File: src/rtl/burstSramPkg.sv
package burstSramPkg;
  localparam int NUM_BYTES = 4;
  localparam int DATA_W = 8 * NUM_BYTES;
  localparam int BURST_W = 2;

  typedef struct packed {
    logic hold;
    logic load;
    logic advance;
    logic readEn;
    logic [NUM_BYTES-1:0] wrMask;
  } ctrlStrobes_t;
endpackage

File: src/rtl/burstCounter.sv
module burstCounter #(
  parameter int W = 2
) (
  input  logic         clk,
  input  logic         rstN,
  input  logic         hold,
  input  logic         load,
  input  logic         advance,
  input  logic [W-1:0] seed,
  output logic [W-1:0] countNext
);
  logic [W-1:0] count;

  always_comb begin
    if (load) countNext = seed;
    else if (advance) countNext = count + W'(1);
    else countNext = count;
  end

  always_ff @(posedge clk or negedge rstN) begin
    if (!rstN) count <= '0;
    else if (!hold) count <= countNext;
  end


  wrap_step_chk: assert property (@(posedge clk) disable iff (!rstN)
    (!hold && advance && !load) |=> (count == $past(count) + W'(1)));


  seed_load_chk: assert property (@(posedge clk) disable iff (!rstN)
    (!hold && load) |=> (count == $past(seed)));
endmodule

File: src/rtl/burstSramControl.sv
module burstSramControl
  import burstSramPkg::*;
(
  input  logic                 clk,
  input  logic                 rstN,
  input  logic                 procStrobeN,
  input  logic                 ctrlStrobeN,
  input  logic                 selANegN,
  input  logic                 selBPos,
  input  logic                 selCNegN,
  input  logic                 advanceN,
  input  logic                 globalWrN,
  input  logic                 byteWrEnN,
  input  logic [NUM_BYTES-1:0] byteSelN,
  input  logic                 outEnN,
  input  logic                 sleep,
  output ctrlStrobes_t         strobes,
  output logic                 rdValidOut
);
  logic selReg, validReg, firstReg;
  logic enablesOn, procTake, ctrlTake, loadNow, selNext, wrCycle;

  always_comb begin
    enablesOn = !selANegN && selBPos && !selCNegN;
    procTake  = !procStrobeN && !selANegN;
    ctrlTake  = !ctrlStrobeN && !procTake;
    loadNow   = procTake || ctrlTake;
    selNext   = loadNow ? enablesOn : selReg;
    wrCycle   = selNext && !procTake && (!globalWrN || !byteWrEnN);

    strobes.hold    = sleep;
    strobes.load    = loadNow;
    strobes.advance = !loadNow && !advanceN && selNext;
    strobes.readEn  = selNext && !wrCycle;
    if (!wrCycle) strobes.wrMask = '0;
    else if (!globalWrN) strobes.wrMask = '1;
    else strobes.wrMask = ~byteSelN;
  end

  always_ff @(posedge clk or negedge rstN) begin
    if (!rstN) begin
      selReg   <= 1'b0;
      validReg <= 1'b0;
      firstReg <= 1'b0;
    end else if (!sleep) begin
      selReg   <= selNext;
      validReg <= strobes.readEn;
      firstReg <= strobes.readEn && !selReg;
    end
  end

  assign rdValidOut = validReg && !firstReg && !outEnN && !sleep;


  enables_held_chk: assert property (@(posedge clk) disable iff (!rstN)
    (!sleep && procStrobeN && ctrlStrobeN) |=> $stable(selReg));


  first_read_mask_chk: assert property (@(posedge clk) disable iff (!rstN)
    (!sleep && strobes.readEn && !selReg) |=> !rdValidOut);


  proc_is_read_chk: assert property (@(posedge clk) disable iff (!rstN)
    (!sleep && !procStrobeN && !selANegN && selBPos && !selCNegN) |=> validReg);


  sleep_freeze_chk: assert property (@(posedge clk) disable iff (!rstN)
    sleep |=> ($stable(selReg) && $stable(validReg) && $stable(firstReg)));
endmodule

File: src/rtl/burstSramDatapath.sv
module burstSramDatapath
  import burstSramPkg::*;
#(
  parameter int ADDR_W = 6
) (
  input  logic              clk,
  input  logic              rstN,
  input  ctrlStrobes_t      strobes,
  input  logic [ADDR_W-1:0] addrIn,
  input  logic [DATA_W-1:0] wrData,
  output logic [DATA_W-1:0] rdWord
);
  localparam int WORDS   = 1 << ADDR_W;
  localparam int UPPER_W = ADDR_W - BURST_W;

  logic [UPPER_W-1:0] upperReg, upperNext;
  logic [BURST_W-1:0] burstNext;
  logic [ADDR_W-1:0]  opAddr;
  logic [DATA_W-1:0]  laneRead;

  burstCounter #(.W(BURST_W)) u_counter (
    .clk      (clk),
    .rstN     (rstN),
    .hold     (strobes.hold),
    .load     (strobes.load),
    .advance  (strobes.advance),
    .seed     (addrIn[BURST_W-1:0]),
    .countNext(burstNext)
  );

  always_comb begin
    upperNext = strobes.load ? addrIn[ADDR_W-1:BURST_W] : upperReg;
    opAddr    = {upperNext, burstNext};
  end

  always_ff @(posedge clk or negedge rstN) begin
    if (!rstN) upperReg <= '0;
    else if (!strobes.hold) upperReg <= upperNext;
  end

  for (genvar b = 0; b < NUM_BYTES; b++) begin : g_lane
    logic [7:0] laneMem [WORDS];
    always_ff @(posedge clk) begin
      if (!strobes.hold && strobes.wrMask[b]) laneMem[opAddr] <= wrData[b*8 +: 8];
    end
    assign laneRead[b*8 +: 8] = laneMem[opAddr];
  end

  always_ff @(posedge clk or negedge rstN) begin
    if (!rstN) rdWord <= '0;
    else if (!strobes.hold && strobes.readEn) rdWord <= laneRead;
  end


  upper_fixed_chk: assert property (@(posedge clk) disable iff (!rstN)
    (!strobes.hold && !strobes.load) |=> $stable(upperReg));


  hold_word_chk: assert property (@(posedge clk) disable iff (!rstN)
    strobes.hold |=> ($stable(rdWord) && $stable(upperReg)));
endmodule

File: src/rtl/burstSramModel.sv
module burstSramModel
  import burstSramPkg::*;
#(
  parameter int ADDR_W = 6
) (
  input  logic              clk,
  input  logic              rstN,
  input  logic [ADDR_W-1:0] addrIn,
  input  logic              procStrobeN,
  input  logic              ctrlStrobeN,
  input  logic              selANegN,
  input  logic              selBPos,
  input  logic              selCNegN,
  input  logic              advanceN,
  input  logic              globalWrN,
  input  logic              byteWrEnN,
  input  logic [3:0]        byteSelN,
  input  logic              outEnN,
  input  logic              sleep,
  input  logic [31:0]       wrData,
  output logic [31:0]       rdData,
  output logic              rdValid
);
  ctrlStrobes_t strobes;
  logic [DATA_W-1:0] rdWord;
  logic validOut;

  burstSramControl u_control (
    .clk        (clk),
    .rstN       (rstN),
    .procStrobeN(procStrobeN),
    .ctrlStrobeN(ctrlStrobeN),
    .selANegN   (selANegN),
    .selBPos    (selBPos),
    .selCNegN   (selCNegN),
    .advanceN   (advanceN),
    .globalWrN  (globalWrN),
    .byteWrEnN  (byteWrEnN),
    .byteSelN   (byteSelN),
    .outEnN     (outEnN),
    .sleep      (sleep),
    .strobes    (strobes),
    .rdValidOut (validOut)
  );

  burstSramDatapath #(.ADDR_W(ADDR_W)) u_datapath (
    .clk    (clk),
    .rstN   (rstN),
    .strobes(strobes),
    .addrIn (addrIn),
    .wrData (wrData),
    .rdWord (rdWord)
  );

  assign rdValid = validOut;
  assign rdData  = validOut ? rdWord : '0;


  oe_gate_chk: assert property (@(posedge clk) disable iff (!rstN)
    outEnN |-> (!rdValid && rdData == '0));
endmodule

File: config.mk
export PLATFORM = sky130hd
export DESIGN_NAME = burstSramModel
export DESIGN_NICKNAME = d
export VERILOG_FILES = /design/src/rtl/burstSramPkg.sv /design/src/rtl/burstCounter.sv /design/src/rtl/burstSramControl.sv /design/src/rtl/burstSramDatapath.sv /design/src/rtl/burstSramModel.sv
export SDC_FILE = /design/constraint.sdc
export NUM_CORES = 2
export LEC_CHECK = 0
export ABC_AREA = 1
export BUFFER_PORTS_ARGS = -buffer_cell sky130_fd_sc_hd__buf_2
export CAP_MARGIN = 20
export CELL_PAD_IN_SITES_DETAIL_PLACEMENT = 2
export CELL_PAD_IN_SITES_GLOBAL_PLACEMENT = 2
export CORE_UTILIZATION = 40
export CTS_BUF_LIST = sky130_fd_sc_hd__clkbuf_4 sky130_fd_sc_hd__clkbuf_8
export DETAILED_ROUTE_END_ITERATION = 10
export PLACE_DENSITY_LB_ADDON = 0.1
export SLEW_MARGIN = 10
export SYNTH_ARGS = -nofsm -noshare
export SYNTH_HDL_FRONTEND = slang
export SYNTH_SLANG_ARGS = --single-unit
File: constraint.sdc
create_clock -name clk -period 3.26 [get_ports clk]
set_clock_uncertainty 0.2 [all_clocks]
set_input_delay 0.489 -clock clk [delete_from_list [all_inputs] [get_ports clk]]
set_output_delay 0.489 -clock clk [all_outputs]
set_load 0.005 [all_outputs]
### Word-level counts from Yosys, hierarchy flattened

Memories as Yosys holds them, arrays and structs flattened. A register that Yosys moved wholly into a read port is not among the register bits.
Cells that the tools add are included.

| operators by class | value |
|---|---|
| bitwise gates (word level) | 1 |
| $add $sub $neg | 1 |
| reduce and logical (&&, ||, !) cells | 38 |
| mux-type cells | 15 |

Operators by type and width:

| cell | count |
|---|---|
| $mux 32 | 1 |
| $logic_and 1x1->1 | 18 |
| $logic_not 1->1 | 18 |
| $mux 4 | 3 |
| $mux 1 | 9 |
| $mux 2 | 2 |
| $not 4->4 | 1 |
| $add 2x1->2 const B | 1 |
| $logic_or 1x1->1 | 2 |

| storage, ports and cells | value |
|---|---|
| memories | 4 |
| bits in registers | 9 |
| logic and storage cells | 64 |
| input bits | 54 |
| output and inout bits | 33 |
| memory bits (writable) | 2048 |

Memory list:

| memory | words | width | rd ports | clocked after Yosys merged registers in | write ports | line | RTL |
|---|---|---|---|---|---|---|---|
| u_datapath.g_lane[0].laneMem | 64 | 8 | 1 | 1 | 1 | burstSramDatapath.sv:42 | `logic [7:0] laneMem [WORDS];` |
| u_datapath.g_lane[1].laneMem | 64 | 8 | 1 | 1 | 1 | burstSramDatapath.sv:42 |  |
| u_datapath.g_lane[2].laneMem | 64 | 8 | 1 | 1 | 1 | burstSramDatapath.sv:42 |  |
| u_datapath.g_lane[3].laneMem | 64 | 8 | 1 | 1 | 1 | burstSramDatapath.sv:42 |  |

### Longest topological paths before layout

| logic depth | value |
|---|---|
| depth after elaboration | 12 |
| depth in mapped cells | 19 |
| gate-level depth less buffers | 17 |

### Modules after synthesis

A second synthesis with hierarchy kept.

| unflattened totals | value |
|---|---|
| cell total of the unflattened synthesis | 8896 |
| area total of the unflattened synthesis | 88748.9 sq um |

Modules (own cells, without submodules):

| module | sequential area each (sq um) | times used | area an instance (sq um) | cells an instance |
|---|---|---|---|---|
| burstSramDatapath | 62399.8 | 1 | 88083.2 | 8767 |
| burstSramModel | 0.0 | 1 | 274.0 | 67 |
| burstSramControl | 75.1 | 1 | 240.2 | 37 |
| burstCounter | 50.0 | 1 | 151.4 | 25 |

### Worst setup path before layout

Ideal clock, no wire load.

| path | value |
|---|---|
| path type | input-to-reg |
| start point | input port selANegN |
| end point | memory u_datapath.g_lane[2].laneMem[62][0], enable pin |
| arrival | 2.351 ns |
| buffers on the path | 2 |
| required time | 2.690 ns |
| path slack | 0.339 ns |
| stages on the path | 11 |
| library setup time | 0.370 ns |
| cells stage by stage | o21ai_4 -> nand2_1 -> nand2_1 -> inv_1 -> a21oi_2 -> buf_2 -> buf_2 -> inv_1 -> nor2_2 -> nand2_1 -> nor2_1 |

| between the ends | value |
|---|---|
| word-level cells in the longest chain between the ends | 12 |
| elaborated cells between the ends (all ways) | 20 |
| classes of those cells | 7 x mux; 13 x reduce/logical |

RTL lines:

| what | line | RTL |
|---|---|---|
| start, declared | burstSramModel.sv:11 | `input logic selANegN,` |
| $logic_not 1->1 (*) | burstSramControl.sv:24, burstSramControl.sv:25 |  |
| $logic_and 1x1->1 | burstSramControl.sv:25 | `procTake = !procStrobeN && !selANegN;` |
| $logic_not 1->1 | burstSramControl.sv:26, burstSramControl.sv:29 |  |
| $logic_and 1x1->1 | burstSramControl.sv:26 | `ctrlTake = !ctrlStrobeN && !procTake;` |
| $logic_or 1x1->1 | burstSramControl.sv:27 | `loadNow = procTake \|\| ctrlTake;` |
| $mux 1 | burstSramControl.sv:28 | `selNext = loadNow ? enablesOn : selReg;` |
| $logic_and 1x1->1 (2 in series) | burstSramControl.sv:29 | `wrCycle = selNext && !procTake && (!globalWrN \|\| !byteWrEnN);` |
| $mux 4 | burstSramControl.sv:35 | `if (!wrCycle) strobes.wrMask = '0;` |
| $logic_and 1x1->1 | burstSramDatapath.sv:44 | `if (!strobes.hold && strobes.wrMask[b]) laneMem[opAddr] <= wrData[b*8 +: 8];` |
| $mux 1 | burstSramDatapath.sv:44 |  |
| $mux 1 (not written as such) | burstSramDatapath.sv:44 |  |
| end, declared | burstSramDatapath.sv:42 |  |

Mark *: on every way between the ends. The rest lies on a longest branch, timed or not.

### Final worst setup path

| path | value |
|---|---|
| start point | register u_datapath.u_counter.count[0] |
| end point | register u_datapath.rdWord[29], read port of u_datapath.g_lane[3].laneMem |

| between the ends | value |
|---|---|
| word-level cells in the longest chain between the ends | 3 |

RTL lines:

| what | line | RTL |
|---|---|---|
| start, declared | burstCounter.sv:12 | `logic [W-1:0] count;` |
| start signal, assigned | burstCounter.sv:22 | `else if (!hold) count <= countNext;` |
| $add 2x1->2 | burstCounter.sv:16 | `else if (advance) countNext = count + W'(1);` |
| $mux 2 (*) | burstCounter.sv:16 |  |
| $mux 2 (*) | burstCounter.sv:15 | `if (load) countNext = seed;` |
| end, declared | burstSramDatapath.sv:11 | `output logic [DATA_W-1:0] rdWord` |

Marked as above.
A chain may end at the register's enable or synchronous reset.

==> metrics.md <==
| Metric | Value |
|---|---|
| Startpoint types | `flip-flop` |
| Core Area | `approximately 220,000 sq um` |
| Max_cap viols | `0` |
| Final net count | `9,290` |
| Net count after synthesis | `8,336` |
| First-pass GRT wire length | `499,000 um` |
| # DRC | `0` |
| P&R area growth vs syn | `21.6%` |
| Avg Vias per Cell | `roughly 5.4` |
| Setup slack after layout | `-0.0253 ns` |
| Most frequent cell after synthesis | `nand2_1` |
| Asr flop ratio synth | `between 1.5 and 2%` |
| Worst hold path class | `in2reg` |
| GRT overflow | `0` |
| Required @ worst endpoint | `roughly 4.0 ns` |
| Worst-Margin Slew | `1.18 ns` |
| Violations in the final reports | `setup timing` |
| Final Cell Area | `106,000 sq um` |
| Relative slew slack | `a little over a fifth` |
| Clock period minus worst slack | `3.29 ns` |
| Ranking of synthesized cells by area | `edfxtp_1 (70%), nand2_1 (18%), nand3_1 (3.8%), nor2_1 (2.1%), dfrtp_1 (1.2%)` |
| Setup-failing EPs final | `5` |
| Mapped Area | `87,300 sq um` |
| Vias in the first global route | `73,566` |
| Endpoints failing hold | `0` |
| Initial antenna violation count | `18` |
| Fraction of layout instances using a drive strength above 1 | `17.2%` |
| GPL Wtd Cong | `0.851` |
| Setup TNS after final layout | `-0.0404 ns` |
| Status | `complete, but fails checks` |
| Setup Crit Path Kind | `reg2reg` |
| Total number of vias | `about 67,000` |
| Area share of the largest cell type after synthesis | `70.4%` |
| Power density cells | `just under 600 nW/um^2` |
| CTS Root Cell | `clkbuf_8` |
| # port buffers | `86` |
| CP max FO | `10` |
| Die Area | `220,000 sq um` |
| Fmax achieved | `0.304 GHz` |
| Synth area leader | `edfxtp_1` |
| CTS tree | `yes` |
| Largest net degree at the start of global routing | `65` |
| Hpwl dp | `approximately 230,000 um` |
| Slew Viols, Final | `0` |
| Commonest cells post-synth | `nand2_1 (4,152), edfxtp_1 (2,048), nand3_1 (668)` |
| Die H | `between 400 and 500 um` |
| FF+latch count, synth | `2,089` |
| Final WL | `345,000 um` |
| Initial Util | `40.2%` |
| Finished Layout Cells | `12,370` |
| Count of different cell masters after synthesis | `27` |
| Main synth FF type | `edfxtp_1` |
| Worst slack, placed | `-0.514 ns` |
| Iter 0 DRT Violations | `4,935` |
| Fin crit share | `101%` |
| CTS max path bufs | `4` |
| Sequential area share after synthesis | `between 70% and 80%` |
| Synth warn | `0` |
| Total clock sinks | `2,089` |
| CTS buffer count | `372` |
| P_leak | `0.0438 uW` |
| First-pass DRT Iterations | `5` |
| CP Data Arrival Time | `4.06 ns` |
| # rows | `171` |
| CTS HTree Levels | `5` |
| Crit path capture type | `flip-flop` |
| Number of synthesized flops with an enable pin | `just over 2,000` |
| RSZ-0062 raised after global routing | `true` |
| Post-DRT Antenna Nets | `0` |
| Synth Instances | `8,282` |
| Gr usage total | `31.2%` |
| Placed Cells | `11,642` |
| Max VDD drop | `474 uV` |
| Die W | `469 um` |
| Dpl cell area | `98,300 sq um` |
| Ports | `between 80 and 90` |
| Fillers | `22,181` |
| Routed len/inst | `27.9 um` |
| Clk Latency, worst-skew pair | `1.10 ns` |
| Syn Area/Cell | `10.5 sq um` |
| Clk slew on worst S/H paths | `about 0.070 ns` |
where the power goes:
part / switching [uW] / total, uW / leakage [uW] / internal, uW
Sequential: 76.4 / 29700 / 0.0189 / 29700
Clock: 11200 / 23900 / 0.00372 / 12700
Combinational: 5610 / 7950 / 0.0212 / 2340
Total: 16900 / 61600 / 0.0438 / 44700
metal layers:
metal	part of all wire [%]	global-route usage (%)
met1	42	40.0
met2	49	53.0
met3	5.0	4.22
met4	4.5	13.2
met5	0.0075	0
cells by family (layout without fill, tap and decap cells):
family,Yosys count,count (layout),synth area share (%)
XOR/XNOR,1,1,0.0100
AO/OA/AOI/OAI,247,247,1.45
flip-flops,2089,2089,71.6
other,0,8,0
buffers and inverters,596,1822,2.84
AND/OR/NAND/NOR,5349,5349,24.1
registers in the layout, summed over array words and instances, names as in the netlist:
signal                      flops
u_control.selReg                1
u_datapath.upperReg             4
u_datapath.u_counter.count      2
u_datapath.rdWord              32
u_control.validReg              1
u_datapath.g_lane.laneMem    2048
u_control.firstReg              1
final timing paths:
path | start | to | slack (ns) | depth (start not counted)
min in group asynchronous | rstN | u_datapath.rdWord[28] | 0.35 | 4
hold reg to reg | u_datapath.rdWord[25] | u_datapath.rdWord[25] | 0.36 | 4
max in group asynchronous | rstN | u_datapath.rdWord[16] | 2.16 | 4
setup reg to reg | u_datapath.u_counter.count[0] | u_datapath.rdWord[29] | -0.03 | 17
setup / recovery | u_datapath.u_counter.count[0] | u_datapath.rdWord[29] | -0.03 | 17
hold / removal | byteSelN[2] | u_datapath.g_lane[2].laneMem[18][4] | 0.11 | 5
stage by stage:
step / hold slack [ns] / util [%] / power [uW]
6_report: 0.114 / 48.9 / 61600
5_1_grt: 0.0673 / 48.9 / 63600
4_1_cts: 0.0648 / 48.9 / 62000
3_5_place_dp: 0.299 / 45.3 / 38000
3_3_place_gp: 0.277 / 45.3 / 37700
2_1_floorplan: -0.00659 / - / 33700
layout by cell type, fill, tap and decap left out, drive strengths merged:
| cell | synthesis | routed |
|---|---|---|
| clkbuf | 247 | 513 |
| nand3 | 668 | 668 |
| clkinv | 0 | 121 |
| or2 | 3 | 3 |
| dlygate4sd3 | 0 | 49 |
| clkinvlp | 0 | 3 |
| bufbuf | 0 | 2 |
| diode | 0 | 8 |
| nand2 | 4153 | 4153 |
| nand4 | 5 | 5 |
| edfxtp | 2048 | 2048 |
| nor2 | 510 | 510 |
| xnor2 | 1 | 1 |
| nor4 | 1 | 1 |
| nor3 | 9 | 9 |
| buf | 227 | 1003 |
| dfrtp | 41 | 41 |
| a31oi | 2 | 2 |
| o21ai | 239 | 239 |
| inv | 122 | 126 |
| bufinv | 0 | 5 |
| a21oi | 6 | 6 |
layout make-up:
class	instances	area [sq um]	area share [%]
Antenna cell	8	20.0	0.0189
Clock buffer	513	6250	5.89
Clock inverter	133	711	0.669
Inverter	122	468	0.441
Multi-Input combinational cell	5597	22500	21.2
Sequential cell	2089	62500	58.9
Tap cell	2854	3570	3.36
Timing Repair Buffer	1054	10100	9.53
worst max-delay path, stage by stage, from the launching register on:
cell and delay (ns):
dfrtp_1 0.47, xnor2_2 0.24, nand3_1 0.14, nand3_1 0.15, buf_4 0.17, a21oi_4 0.09, buf_12 0.17, buf_4 0.20
nand2_1 0.12, nand2_1 0.08, o21ai_0 0.21, buf_4 0.16, nand2_1 0.09, nor2_1 0.28, buf_4 0.19, nand3_1 0.07
nand2_1 0.07, inv_1 0.04
repair_timing:
item,in CTS,in global routing
endpoints found under the setup margin,419,445
resized for setup,26,20
pin swaps,6,4
gates cloned,2,0
buffers inserted,14,10
hold buffers,50,0
endpoints found under the hold margin,1396,0
Note: power is estimated with default switching activity, not from simulation.
